==> config.mk <==
export PLATFORM = sky130hd
export DESIGN_NAME = usb_rx_ep_csr
export DESIGN_NICKNAME = d
export VERILOG_FILES = /design/src/rtl/usbrx_pkg.sv /design/src/rtl/usbrx_slot_track.sv /design/src/rtl/usbrx_retry_mon.sv /design/src/rtl/usb_rx_ep_csr.sv
export SDC_FILE = /design/constraint.sdc
export NUM_CORES = 1
export LEC_CHECK = 0
export ABC_CLOCK_PERIOD_IN_PS = 3900
export BUFFER_PORTS_ARGS = -buffer_cell sky130_fd_sc_hd__buf_2
export CORE_AREA = 3 3 74 76
export DETAILED_ROUTE_END_ITERATION = 6
export DIE_AREA = 0 0 77 79
export GPL_ROUTABILITY_DRIVEN = 1
export HOLD_SLACK_MARGIN = 0.1
export PLACE_DENSITY = 0.66
export SLEW_MARGIN = 20
export SYNTH_ARGS = -nofsm -noshare
export SYNTH_HDL_FRONTEND = slang
export SYNTH_SLANG_ARGS = --single-unit
==> constraint.sdc <==
create_clock -name clk -period 3.9 [get_ports clk]
set_clock_uncertainty 0.15 [all_clocks]
set_input_delay 1.17 -clock clk [delete_from_list [all_inputs] [get_ports clk]]
set_output_delay 1.17 -clock clk [all_outputs]
set_load 0.01 [all_outputs]
==> src/rtl/usbrx_pkg.sv <==
package usbrx_pkg;
  localparam int B_TOG   = 7;
  localparam int B_STALL = 6;
  localparam int B_REQ   = 5;
  localparam int B_FLUSH = 4;
  localparam int B_NAKTO = 3;
  localparam int B_NODAT = 2;
  localparam int B_FULL  = 1;
  localparam int B_PRDY  = 0;

  typedef enum logic [1:0] {
    XFER_CTRL = 2'b00,
    XFER_ISO  = 2'b01,
    XFER_BULK = 2'b10,
    XFER_INTR = 2'b11
  } xfer_e;
endpackage

==> src/rtl/usbrx_slot_track.sv <==
module usbrx_slot_track #(
  parameter int SLOTS = 2
) (
  input  logic clk,
  input  logic rst_n,
  input  logic load_req,
  input  logic release_req,
  output logic load_ok,
  output logic full,
  output logic nonempty
);
  localparam int OCC_W = $clog2(SLOTS + 1);

  logic [OCC_W-1:0] occ_q, occ_d;
  logic             rel_ok;
  logic             occ_en;

  always_comb begin
    rel_ok  = release_req && (occ_q != '0);
    load_ok = load_req && ((occ_q != OCC_W'(SLOTS)) || rel_ok);
    occ_d   = occ_q;
    if (rel_ok)  occ_d = occ_d - 1'b1;
    if (load_ok) occ_d = occ_d + 1'b1;
    occ_en  = rel_ok || load_ok;
  end

  always_ff @(posedge clk or negedge rst_n) begin
    if (!rst_n)      occ_q <= '0;
    else if (occ_en) occ_q <= occ_d;
  end

  assign full     = (occ_q == OCC_W'(SLOTS));
  assign nonempty = (occ_q != '0);

  AST_OCC_BOUND: assert property (@(posedge clk) disable iff (!rst_n)
    occ_q <= OCC_W'(SLOTS));
  AST_FULL_DROP: assert property (@(posedge clk) disable iff (!rst_n)
    full && load_req && !release_req |=> full);
endmodule

==> src/rtl/usbrx_retry_mon.sv <==
module usbrx_retry_mon #(
  parameter int ATTEMPTS = 3,
  parameter int NAK_W    = 16
) (
  input  logic             clk,
  input  logic             rst_n,
  input  logic             restart,
  input  logic             att_en,
  input  logic             no_resp,
  input  logic             nak_en,
  input  logic             nak_seen,
  input  logic             frame_tick,
  input  logic [NAK_W-1:0] nak_limit,
  output logic             nodata_hit,
  output logic             nak_hit
);
  localparam int ATT_W = $clog2(ATTEMPTS + 1);

  logic [ATT_W-1:0] att_q, att_d;
  logic             nact_q, nact_d;
  logic [NAK_W-1:0] ncnt_q, ncnt_d;
  logic             att_step, nak_step;

  // attempt counter
  always_comb begin
    att_step   = !restart && att_en && no_resp;
    nodata_hit = att_step && (att_q == ATT_W'(ATTEMPTS - 1));
    att_d      = att_q;
    if (restart)         att_d = '0;
    else if (nodata_hit) att_d = '0;
    else if (att_step)   att_d = att_q + 1'b1;
  end

  // NAK duration counter
  always_comb begin
    nak_step = nak_en && !restart && nact_q && frame_tick && (nak_limit != '0);
    nak_hit  = nak_step && ((ncnt_q + 1'b1) >= nak_limit);
    nact_d   = nact_q;
    ncnt_d   = ncnt_q;
    if (restart || !nak_en) begin
      nact_d = 1'b0;
      ncnt_d = '0;
    end else if (nak_hit) begin
      nact_d = 1'b0;
      ncnt_d = '0;
    end else begin
      if (nak_step) ncnt_d = ncnt_q + 1'b1;
      if (nak_seen) nact_d = 1'b1;
    end
  end

  always_ff @(posedge clk or negedge rst_n) begin
    if (!rst_n) begin
      att_q  <= '0;
      nact_q <= 1'b0;
      ncnt_q <= '0;
    end else begin
      att_q  <= att_d;
      nact_q <= nact_d;
      ncnt_q <= ncnt_d;
    end
  end

  AST_ATT_RANGE: assert property (@(posedge clk) disable iff (!rst_n)
    att_q < ATT_W'(ATTEMPTS));
  AST_NAK_REARM: assert property (@(posedge clk) disable iff (!rst_n)
    nak_hit |=> !nact_q && (ncnt_q == '0));
endmodule

==> src/rtl/usb_rx_ep_csr.sv <==
module usb_rx_ep_csr
  import usbrx_pkg::*;
#(
  parameter int SLOTS    = 2,
  parameter int ATTEMPTS = 3,
  parameter int NAK_W    = 16
) (
  input  logic             clk,
  input  logic             rst_n,
  input  logic             csr_we,
  input  logic [7:0]       csr_wdata,
  output logic [7:0]       csr_rdata,
  input  logic [1:0]       xfer_type,
  input  logic [NAK_W-1:0] nak_limit,
  input  logic             frame_tick,
  input  logic             ev_data_ok,
  input  logic             ev_data_err,
  input  logic             ev_stall,
  input  logic             ev_nak,
  input  logic             ev_no_resp,
  output logic             in_req,
  output logic             tog_clr,
  output logic             flush_stb,
  output logic             halted,
  output logic             irq
);
  xfer_e xt;
  logic  bulk_int, bulk_only, is_iso;

  logic tog_q, stall_q, req_q, flush_q, nakto_q, nodat_q, prdy_q, halt_q, irq_q;
  logic tog_d, stall_d, req_d, flush_d, nakto_d, nodat_d, prdy_d, halt_d, irq_d;

  logic wclr_stall, wclr_nakto, wclr_nodat, wclr_prdy;
  logic release_req, load_ok, buf_full, buf_nonempty;
  logic req_new, restart, nodata_hit, nak_hit, prdy_rise, req_drop;

  assign xt        = xfer_e'(xfer_type);
  assign bulk_int  = (xt == XFER_BULK) || (xt == XFER_INTR);
  assign bulk_only = (xt == XFER_BULK);
  assign is_iso    = (xt == XFER_ISO);

  // software clear decode: a written 0 clears, a written 1 is ignored
  always_comb begin
    wclr_stall = csr_we && !csr_wdata[B_STALL];
    wclr_nakto = csr_we && !csr_wdata[B_NAKTO];
    wclr_nodat = csr_we && !csr_wdata[B_NODAT];
    wclr_prdy  = csr_we && !csr_wdata[B_PRDY] && prdy_q;
    release_req = wclr_prdy || flush_q;
    req_new    = csr_we && csr_wdata[B_REQ] && !halt_q;
    restart    = ev_data_ok || ev_data_err || req_new;
  end

  usbrx_slot_track #(.SLOTS(SLOTS)) u_slots (
    .clk        (clk),
    .rst_n      (rst_n),
    .load_req   (ev_data_ok),
    .release_req(release_req),
    .load_ok    (load_ok),
    .full       (buf_full),
    .nonempty   (buf_nonempty)
  );

  usbrx_retry_mon #(.ATTEMPTS(ATTEMPTS), .NAK_W(NAK_W)) u_retry (
    .clk        (clk),
    .rst_n      (rst_n),
    .restart    (restart),
    .att_en     (req_q && bulk_int),
    .no_resp    (ev_no_resp),
    .nak_en     (req_q && bulk_only && !halt_q),
    .nak_seen   (ev_nak),
    .frame_tick (frame_tick),
    .nak_limit  (nak_limit),
    .nodata_hit (nodata_hit),
    .nak_hit    (nak_hit)
  );

  // next state
  always_comb begin
    tog_d   = csr_we && csr_wdata[B_TOG];
    flush_d = csr_we && csr_wdata[B_FLUSH];
    stall_d = ev_stall || (stall_q && !wclr_stall);
    nakto_d = ev_data_err || nak_hit || (nakto_q && !wclr_nakto);
    halt_d  = nak_hit || (halt_q && !wclr_nakto);
    nodat_d = nodata_hit || (nodat_q && !wclr_nodat);
    prdy_d  = load_ok || (!release_req && buf_nonempty);
    prdy_rise = prdy_d && !prdy_q;
    req_drop  = prdy_rise || nodata_hit || nak_hit || ev_stall;
    if (req_drop)     req_d = 1'b0;
    else if (req_new) req_d = 1'b1;
    else              req_d = req_q;
    irq_d = (stall_d && !stall_q) || (nodat_d && !nodat_q) || prdy_rise;
  end

  // registers
  always_ff @(posedge clk or negedge rst_n) begin
    if (!rst_n) begin
      tog_q   <= 1'b0;
      stall_q <= 1'b0;
      req_q   <= 1'b0;
      flush_q <= 1'b0;
      nakto_q <= 1'b0;
      nodat_q <= 1'b0;
      prdy_q  <= 1'b0;
      halt_q  <= 1'b0;
      irq_q   <= 1'b0;
    end else begin
      tog_q   <= tog_d;
      stall_q <= stall_d;
      req_q   <= req_d;
      flush_q <= flush_d;
      nakto_q <= nakto_d;
      nodat_q <= nodat_d;
      prdy_q  <= prdy_d;
      halt_q  <= halt_d;
      irq_q   <= irq_d;
    end
  end

  always_comb begin
    csr_rdata          = '0;
    csr_rdata[B_TOG]   = tog_q;
    csr_rdata[B_STALL] = stall_q;
    csr_rdata[B_REQ]   = req_q;
    csr_rdata[B_FLUSH] = flush_q;
    csr_rdata[B_NAKTO] = nakto_q;
    csr_rdata[B_NODAT] = nodat_q && !is_iso;
    csr_rdata[B_FULL]  = buf_full;
    csr_rdata[B_PRDY]  = prdy_q;
  end

  assign in_req    = req_q;
  assign tog_clr   = tog_q;
  assign flush_stb = flush_q;
  assign halted    = halt_q;
  assign irq       = irq_q;

  AST_TOG_ONESHOT: assert property (@(posedge clk) disable iff (!rst_n)
    tog_q && !(csr_we && csr_wdata[B_TOG]) |=> !tog_q);
  AST_HW_SET_WINS: assert property (@(posedge clk) disable iff (!rst_n)
    ev_stall |=> stall_q);
  AST_REQ_ENDS_ON_PKT: assert property (@(posedge clk) disable iff (!rst_n)
    $rose(prdy_q) |-> !req_q);
  AST_FLUSH_ONESHOT: assert property (@(posedge clk) disable iff (!rst_n)
    flush_q && !(csr_we && csr_wdata[B_FLUSH]) |=> !flush_q);
  AST_HALT_NO_REQ: assert property (@(posedge clk) disable iff (!rst_n)
    halt_q |-> !req_q);
  AST_IRQ_CAUSE: assert property (@(posedge clk) disable iff (!rst_n)
    irq_q |-> ($rose(stall_q) || $rose(nodat_q) || $rose(prdy_q)));
endmodule

==> run_results.csv, run 1 <==
group,metric,value,unit
synth,ys.flop_type,"dfrtp_1",
place,portBuffers,46,
sta,relSlewSlack,0.559,
cells_and_area,n_fill_cell,452,
worst_setup_path,slowest_stage,"or4b_4",
sta,worstMarginPinSlew,662,ps
grt,grt_pass1_wl,8.07,mm
route,wl_per_cell,12.8,um
route,antenna_left,0,
clock_network,cts-root-buf,"clkbuf_8",
worst_setup_path,cp-start-kind,"register",
power_and_ir_drop,power.density,352,mW/mm^2
worst_setup_path,crit_buf_inv,0,
clock_network,numCtsBuffers,5,
die,io_pins,48,
route,routed_wl,4.73,mm
sta,max_freq,271,MHz
place,gp_congestion,0.810,
grt,grt_pass1_vias,1784,
clock_network,cts_tree,"done",
synth,synth_cell_types,47,
sta,setup_violations,0,
sta,fin_crit,3690,ps
place,dp_hpwl,3.71,mm
synth,synth.top_cell.area_share,0.348,
die,start_util,0.450,
sta,slew_viol_final,0,
clock_network,cts.sinks,30,
route,num_vias,1909,
power_and_ir_drop,p_leak,0.00135,uW
synth,synthArstFlopShare,1.00,
die,die-area,0.00608,sq mm
route,avgViaCountPerCell,5.17,
power_and_ir_drop,total_power,924,uW
clock_network,insertion_delay,280,ps
synth,synth_area_leaders,"dfrtp_1, ha_1, inv_1",
clock_network,clk_pin_slew,70,ps
synth,synth_top_cells_by_count,"dfrtp_1, inv_1, nand2_1",
worst_setup_path,cp-end-kind,"register",
route,initialDrtViolationCount,124,
die,core_area,0.00479,sq mm
sta,hold_violations,0,
synth,ys.warnings.count,0,
synth,synth_top_cell_by_area,"dfrtp_1",
worst_setup_path,slowest_delay,500,ps
power_and_ir_drop,irDropWorstVdd,0.260,mV
synth,synth_edf_count,0,
grt,grt_max_degree,31,
sta,finalSetupTns,0,ps
cells_and_area,n_antenna_cell,0,
die,die_width,77,um
synth,syn_area,0.00215,sq mm
sta,rsz0062_at_grt,"false",
worst_setup_path,crit_chain,"ha_2, and3_1, nand3_1, or3_1, xnor2_1, ha_1, nand4_2, nor3_2, or4b_4, and4_4, and3_4, a211o_1",
cells_and_area,drive_gt1_frac,0.265,
grt,antenna_found_initial,0,
worst_setup_path,cp_max_fo,14,
sta,fin_crit_sh,0.945,
synth,avgSynthCellArea,8.69,sq um
grt,grt-ovfl-total,0,
route,drt_first_pass_iters,4,
cells_and_area,largest_reg_flops,16,
worst_hold_path,hp-class,"reg -> reg",
cells_and_area,area_delta_synth_final,22.0,%
worst_setup_path,critPathArrivalTime,3700,ps
clock_network,clock_path_buffers,2,
status,status,"complete, no violations",
worst_setup_path,crit_type,"reg -> reg",
cells_and_area,largest-register,"u_retry.ncnt_q",
clock_network,cts_hold_buf,0,
worst_setup_path,cp.required,3910,ps
die,core.rowCount,25,
run,timing.max_cap.violations,0,
synth,yosysMostFrequentCell,"dfrtp_1",
grt,grt_usage,0.166,
cells_and_area,top_regs,"u_retry.ncnt_q x16, u_retry.att_q x2, u_slots.occ_q x2",
clock_network,cts_setup_buffers,0,
worst_setup_path,crit_family,"simple AND/OR/NAND/NOR gates",
die,die_y,79,um
cells_and_area,fin_nets,355,
clock_network,htreeDepth,2,
synth,syn_inst,248,
synth,syn_nets,302,
route,drc,0,
synth,ys_seq_area_frac,0.348,
synth,synth_seq_cells,30,
layout by cell type (no fill, tap or decap), types with 2 or more instances in the layout:
| cell | Yosys | routed |
|---|---|---|
| bufinv_16 | 0 | 2 |
| and2_1 | 2 | 2 |
| clkbuf_8 | 0 | 6 |
| nor3b_1 | 2 | 2 |
| inv_1 | 27 | 27 |
| or3_1 | 6 | 6 |
| o221ai_1 | 2 | 2 |
| xor2_1 | 3 | 3 |
| nor3_1 | 8 | 7 |
| o21a_1 | 3 | 3 |
| or2_2 | 3 | 3 |
| a21o_1 | 5 | 5 |
| nand3_1 | 11 | 11 |
| a21oi_1 | 16 | 16 |
| nand4_1 | 4 | 4 |
| nand2_1 | 27 | 27 |
| buf_2 | 0 | 46 |
| dfrtp_1 | 30 | 29 |
| nand2b_1 | 5 | 5 |
| nor2_1 | 13 | 13 |
| ha_1 | 19 | 18 |
| nor3_2 | 1 | 2 |
| nor4_1 | 6 | 6 |
| xnor2_1 | 9 | 9 |
| o21ai_0 | 9 | 9 |
| a22o_1 | 4 | 4 |
| a211oi_1 | 2 | 2 |
| buf_4 | 7 | 11 |
through the flow:
| step | setup WS [ps] | hold WS, ps | cells | area, sq um | util |
|---|---|---|---|---|---|
| after floorplan | 384 | 289 | 248 | 2150 | - |
| after global placement | 224 | 307 | 361 | 2480 | 0.517 |
| after detailed placement | 172 | 316 | 361 | 2480 | 0.517 |
| after CTS | 129 | 314 | 369 | 2620 | 0.547 |
| after global routing | 43.0 | 331 | 369 | 2630 | 0.549 |
| final | 213 | 312 | 369 | 2630 | 0.549 |
timing repair:
item / in CTS / in global routing
setup endpoints to repair: 0 / 6
resized for setup: 0 / 3
endpoints found under the hold margin: 0 / 0
worst register-to-register path: stages (launching register included):
cell	delay [ps]
dfrtp_2	420
ha_2	230
and3_1	200
nand3_1	150
or3_1	460
xnor2_1	160
ha_1	290
nand4_2	140
nor3_2	190
or4b_4	500
and4_4	250
and3_4	200
a211o_1	230
final cells by class:
cell class                 count  area [sq um]  area share
tap                           67          83.8      0.0319
sequential                    30           752       0.286
multi-input combinational    180          1230       0.470
timing repair buffer          57           313       0.119
inverter                      27           101      0.0386
clock buffer                   6          82.6      0.0314
clock inverter                 2          60.1      0.0229
power breakdown:
part,internal [uW],switching (uW)
clock network,273,120
registers,335,17.8
logic,79.6,98.6
total,688,237
path summary, 6_finish.rpt:
check                                              start                              to  slack, ps  cells after the start
min in group asynchronous                          rst_n  u_retry.ncnt_q[12]$_DFFE_PN0P_        770                      1
min                         u_slots.occ_q[0]$_DFFE_PN0P_    u_slots.occ_q[1]$_DFFE_PN0P_        310                      1
max reg2reg                u_retry.ncnt_q[0]$_DFFE_PN0P_   u_retry.ncnt_q[7]$_DFFE_PN0P_        210                     12
max in group asynchronous                          rst_n   u_retry.ncnt_q[0]$_DFFE_PN0P_       2360                      1
max                        u_retry.ncnt_q[0]$_DFFE_PN0P_   u_retry.ncnt_q[7]$_DFFE_PN0P_        210                     12
min reg2reg                 u_slots.occ_q[0]$_DFFE_PN0P_    u_slots.occ_q[1]$_DFFE_PN0P_        310                      1
kinds of logic (layout without fill, tap and decap cells):
kind of cell    Yosys count  after routing  synth area share
mux                       1              1           0.00465
flops                    30             30             0.348
buf+inv                  38             92            0.0819
compound gates           52             52             0.169
xor+xnor                 12             12            0.0488
fa+ha+maj                19             19             0.110
simple gates             96             96             0.237
metal layers:
layer / track usage / vias to the layer above / wire, um / share of wire
met4: 0.0480 / 0 / 22 / 0.0046
met1: 0.217 / 876 / 2230 / 0.47
met5: 0 / - / 0 / 0
met2: 0.275 / 56 / 2170 / 0.46
li1: - / 975 / - / -
met3: 0.0374 / 2 / 304 / 0.064
Note: power is estimated with default switching activity, not from simulation.
==> run 2: changes to the inputs <==
- PLACE_DENSITY: 0.66 -> 0.68
==> run 2 against run 1 <==
Via count decreased by 0.58%. Critical path depth unchanged. Register-to-register slack about the same. Design area decreased by 2.0%. Sequential power about the same. Worst setup slack improved by 3.6 ps. Global-route usage decreased by 0.29 points. Maximum frequency about the same. Sequential cell count unchanged.
==> run_results.csv, run 2 (synthesis results as in run 1) <==
group,metric,value,unit
clock_network,cts.sinks,30,
grt,grt_use_met1,0.207,
cells_and_area,final_cell_mix,"buf_2, dfrtp_1, nand2_1, inv_1, ha_1",
grt,grt_max_degree,31,
die,die_width,77,um
worst_setup_path,critPathArrivalTime,3690,ps
cells_and_area,largest-register,"u_retry.ncnt_q",
cells_and_area,area_delta_synth_final,19.6,%
sta,fin_crit_sh,0.944,
cells_and_area,multiInputGateArea,0.00123,sq mm
worst_hold_path,min_path_cells,1,
cells_and_area,top_regs,"u_retry.ncnt_q x16, u_retry.att_q x2, u_slots.occ_q x2",
worst_setup_path,ff2ff_path_depth,12,
cells_and_area,n_antenna_cell,0,
place,gp_congestion,0.820,
grt,grt.busiest_layer,"met2",
cells_and_area,n_fill_cell,468,
worst_setup_path,cp-end-kind,"register",
clock_network,insertion_delay,270,ps
clock_network,clock_path_buffers,2,
grt,grt_usage,0.163,
grt,antenna_found_initial,0,
route,avgViaCountPerCell,5.13,
sta,fin_crit,3680,ps
grt,grt_util_met3,0.0363,
place,dp_hpwl,3.73,mm
power_and_ir_drop,irDropWorstVdd,0.265,mV
grt,grt_use_met2,0.274,
sta,finalSetupTns,0,ps
die,core.rowCount,25,
worst_setup_path,crit_type,"reg -> reg",
route,routed_wl,4.68,mm
route,antenna_left,0,
sta,relSlewSlack,0.558,
grt,grt_pass1_vias,1758,
clock_network,numCtsBuffers,5,
route,drt_first_pass_iters,4,
cells_and_area,largest_reg_flops,16,
route,initialDrtViolationCount,149,
worst_setup_path,cp-start-kind,"register",
sta,slew_viol_final,0,
sta,setup_violations,0,
die,io_pins,48,
clock_network,clk_pin_slew,60,ps
route,drc,0,
worst_hold_path,hp-class,"reg -> reg",
route,wl_per_cell,12.7,um
power_and_ir_drop,power.density,306,mW/mm^2
cells_and_area,final_util,0.538,
worst_setup_path,cp.required,3910,ps
clock_network,cts_tree,"done",
cells_and_area,fin_nets,356,
clock_network,cts-root-buf,"clkbuf_8",
cells_and_area,final_common_cell,"buf_2",
cells_and_area,register_area,752,sq um
place,portBuffers,46,
die,start_util,0.450,
sta,hold_violations,0,
cells_and_area,drive_gt1_frac,0.257,
run,timing.max_cap.violations,0,
clock_network,htreeDepth,2,
power_and_ir_drop,p_leak,0.00134,uW
worst_setup_path,cp_max_fo,14,
clock_network,cts_hold_buf,0,
sta,rsz0062_at_grt,"false",
grt,grt_pass1_wl,7.89,mm
sta,worstMarginPinSlew,663,ps
die,die-area,0.00608,sq mm
grt,grt-ovfl-total,0,
die,core_area,0.00479,sq mm
die,die_y,79,um
status,status,"complete, no violations",
sta,max_freq,272,MHz
route,num_vias,1898,
run 2: final timing paths:
check	start	slack, ps	to
worst max-delay path	u_retry.ncnt_q[0]$_DFFE_PN0P_	220	u_retry.ncnt_q[7]$_DFFE_PN0P_
worst min-delay path	u_slots.occ_q[0]$_DFFE_PN0P_	320	u_slots.occ_q[1]$_DFFE_PN0P_
worst max register to register	u_retry.ncnt_q[0]$_DFFE_PN0P_	220	u_retry.ncnt_q[7]$_DFFE_PN0P_
worst min register to register	u_slots.occ_q[0]$_DFFE_PN0P_	320	u_slots.occ_q[1]$_DFFE_PN0P_
max in group asynchronous	rst_n	2350	u_retry.ncnt_q[0]$_DFFE_PN0P_
min in group asynchronous	rst_n	770	u_retry.ncnt_q[10]$_DFFE_PN0P_
run 2: critical path, stage by stage, from the launching register on:
cell and delay (ps):
dfrtp_2 420, ha_1 250, and3_1 210, nand3_1 140
or3_1 450, xnor2_1 150, ha_1 300, nand4_2 140
nor3_2 200, or4b_4 500, and4_4 250, and3_4 190
a211o_1 220
run 2: area by class of cell:
type / count / share of cell area
Clock buffer: 7 / 0.0335
Tap cell: 67 / 0.0325
Sequential cell: 30 / 0.292
Inverter: 27 / 0.0393
Multi-Input combinational cell: 180 / 0.476
Timing Repair Buffer: 58 / 0.124
Clock inverter: 1 / 0.00194
run 2: where the power goes:
group          internal, uW  leakage (uW)  switching (uW)
logic                  80.0      0.000892             101
registers               336      0.000397            19.5
clock network           142     0.0000482             110
total                   558       0.00134             230
run 2: what timing repair did:
| action | in CTS | in global routing |
|---|---|---|
| buffers inserted | 0 | 1 |
| resized for setup | 0 | 1 |
| endpoints found under the setup margin | 0 | 2 |
run 2: stage by stage:
stage / worst slack, ps / instance area, sq um / std cells / total power [uW] / hold slack, ps
5_1_grt: 42.6 / 2580 / 370 / 840 / 327
3_5_place_dp: 172 / 2480 / 361 / 541 / 315
3_3_place_gp: 226 / 2480 / 361 / 536 / 307
6_report: 217 / 2580 / 370 / 788 / 320
4_1_cts: 136 / 2570 / 369 / 798 / 317
2_1_floorplan: 384 / 2150 / 248 / 490 / 289
run 2: per-layer routing:
| layer | wire length [um] | up-vias |
|---|---|---|
| li1 | - | 974 |
| met1 | 2220 | 866 |
| met2 | 2140 | 56 |
| met3 | 299 | 2 |
| met4 | 27 | 0 |
| met5 | 0 | - |
==> run 3: changes to the inputs <==
- CORE_AREA: 3 3 74 76 -> 4 4 75 77
- DIE_AREA: 0 0 77 79 -> 0 0 79 81
==> run 3 against run 2 <==
Combinational power about the same. Wire length up 3.0%. First-iteration DRC count is 42% lower. Sequential cell count unchanged. Critical path type unchanged. Non-clock buffer count unchanged. Utilization down 2.6 points.
==> run_results.csv, run 3 (synthesis results as in run 1) <==
group,metric,value,unit
grt,grt_pass1_wl,8.40,mm
worst_hold_path,min_delay_worst_endpoint,"u_slots.occ_q[1]$_DFFE_PN0P_",
cells_and_area,largest_reg_flops,16,
worst_setup_path,cp_max_fo,14,
worst_hold_path,hp-class,"reg -> reg",
worst_setup_path,ff2ff_path_depth,12,
grt,grt_usage,0.169,
cells_and_area,n_fill_cell,516,
die,die-area,0.00640,sq mm
sta,finalSetupTns,0,ps
worst_hold_path,hp-start,"u_slots.occ_q[0]$_DFFE_PN0P_",
grt,grt-ovfl-total,0,
power_and_ir_drop,p_leak,0.00132,uW
sta,timing.hold.ws,322,ps
clock_network,cts-root-buf,"clkbuf_8",
clock_network,cts_tree,"done",
worst_setup_path,cp-end-kind,"register",
power_and_ir_drop,power.density,302,mW/mm^2
die,io_pins,48,
cells_and_area,final_cell_mix,"buf_2, dfrtp_1, nand2_1, inv_1, ha_1",
worst_setup_path,critPathArrivalTime,3690,ps
grt,antenna_found_initial,0,
sta,max_freq,272,MHz
route,num_vias,1897,
cells_and_area,drive_gt1_frac,0.255,
route,wl_per_cell,13.0,um
sta,fin_crit,3670,ps
power_and_ir_drop,irDropWorstVdd,0.218,mV
sta,hold_violations,0,
cells_and_area,top_regs,"u_retry.ncnt_q x16, u_retry.att_q x2, u_slots.occ_q x2",
cells_and_area,fin_nets,356,
route,drc,0,
die,die_width,79,um
clock_network,clock_path_buffers,2,
place,gp_congestion,0.782,
cells_and_area,largest-register,"u_retry.ncnt_q",
route,antenna_left,0,
clock_network,insertion_delay,290,ps
place,dp_hpwl,3.77,mm
sta,worstMarginPinSlew,682,ps
clock_network,numCtsBuffers,5,
sta,setup_violations,0,
route,initialDrtViolationCount,87,
die,start_util,0.430,
worst_setup_path,r2r_start,"u_retry.ncnt_q[0]$_DFFE_PN0P_",
worst_setup_path,cp-start-kind,"register",
route,routed_wl,4.82,mm
die,core.rowCount,26,
power_and_ir_drop,total_power,775,uW
sta,rsz0062_at_grt,"false",
sta,relSlewSlack,0.546,
worst_setup_path,reg2reg_slack,230,ps
sta,slew_viol_final,0,
die,die_y,81,um
cells_and_area,n_antenna_cell,0,
worst_setup_path,regToRegEndpoint,"u_retry.ncnt_q[7]$_DFFE_PN0P_",
grt,grt_max_degree,31,
die,core_area,0.00501,sq mm
place,portBuffers,46,
worst_setup_path,crit_type,"reg -> reg",
cells_and_area,final_common_cell,"buf_2",
clock_network,cts_hold_buf,0,
clock_network,clk_pin_slew,60,ps
clock_network,cts.sinks,30,
clock_network,htreeDepth,2,
worst_hold_path,min_path_cells,1,
cells_and_area,area_delta_synth_final,19.2,%
worst_setup_path,cp.required,3920,ps
status,status,"complete, no violations",
route,drt_first_pass_iters,4,
cells_and_area,stdcell_count,372,
run,timing.max_cap.violations,0,
sta,fin_crit_sh,0.942,
place,dp_cells,364,
grt,grt_pass1_vias,1837,
route,avgViaCountPerCell,5.10,
## run 3: timing repair
item	4_1_cts	5_1_grt
endpoints found under the setup margin	0	5
setup buffers	0	1
gates resized for setup	0	2
## run 3: layer usage
metal	vias up	track usage	wire length, um
met4	0	0.0670	82
met3	6	0.0455	296
met1	863	0.217	2320
met5	-	0	0
li1	975	-	-
met2	53	0.272	2120
## run 3: worst max path at each step
stage,start,to,slack (ps),depth (start not counted)
2_1_floorplan,u_retry.ncnt_q[7]$_DFFE_PN0P_,u_retry.ncnt_q[7]$_DFFE_PN0P_,380,13
3_3_place_gp,u_retry.ncnt_q[0]$_DFFE_PN0P_,u_retry.ncnt_q[7]$_DFFE_PN0P_,240,12
3_5_place_dp,u_retry.ncnt_q[0]$_DFFE_PN0P_,u_retry.ncnt_q[7]$_DFFE_PN0P_,160,12
4_1_cts,u_retry.ncnt_q[0]$_DFFE_PN0P_,u_retry.ncnt_q[7]$_DFFE_PN0P_,140,12
5_1_grt,u_retry.ncnt_q[2]$_DFFE_PN0P_,u_retry.ncnt_q[14]$_DFFE_PN0P_,1,13
6_report,u_retry.ncnt_q[0]$_DFFE_PN0P_,u_retry.ncnt_q[7]$_DFFE_PN0P_,230,12
## run 3: final cells by class
type	instances	area [sq um]	area share
Tap cell	70	87.6	0.0341
Sequential cell	30	752	0.293
Clock buffer	7	76.3	0.0297
Timing Repair Buffer	58	320	0.125
Multi-Input combinational cell	180	1230	0.479
Inverter	27	101	0.0395
## run 3: worst max-delay path, cell delays in order, from the launching register on
cell and delay, ps:
dfrtp_2 410, ha_2 240, and3_1 210, nand3_1 140
or3_1 450, xnor2_1 160, ha_1 290, nand4_2 130
nor3_2 220, or4b_4 510, and4_4 250, and3_4 190
a211o_1 220
## run 3: stage by stage
step	util	instance area [sq um]	setup slack (ps)
floorplan	-	2150	384
global placement	0.495	2480	237
detailed placement	0.495	2480	160
CTS	0.510	2560	140
global route	0.512	2570	1.20
finish	0.512	2570	228
## run 3: report_power, final
group	leakage [uW]	internal [uW]	switching [uW]
clock	0.0000383	123	113
sequential	0.000397	336	19.6
combinational	0.000889	80.7	103
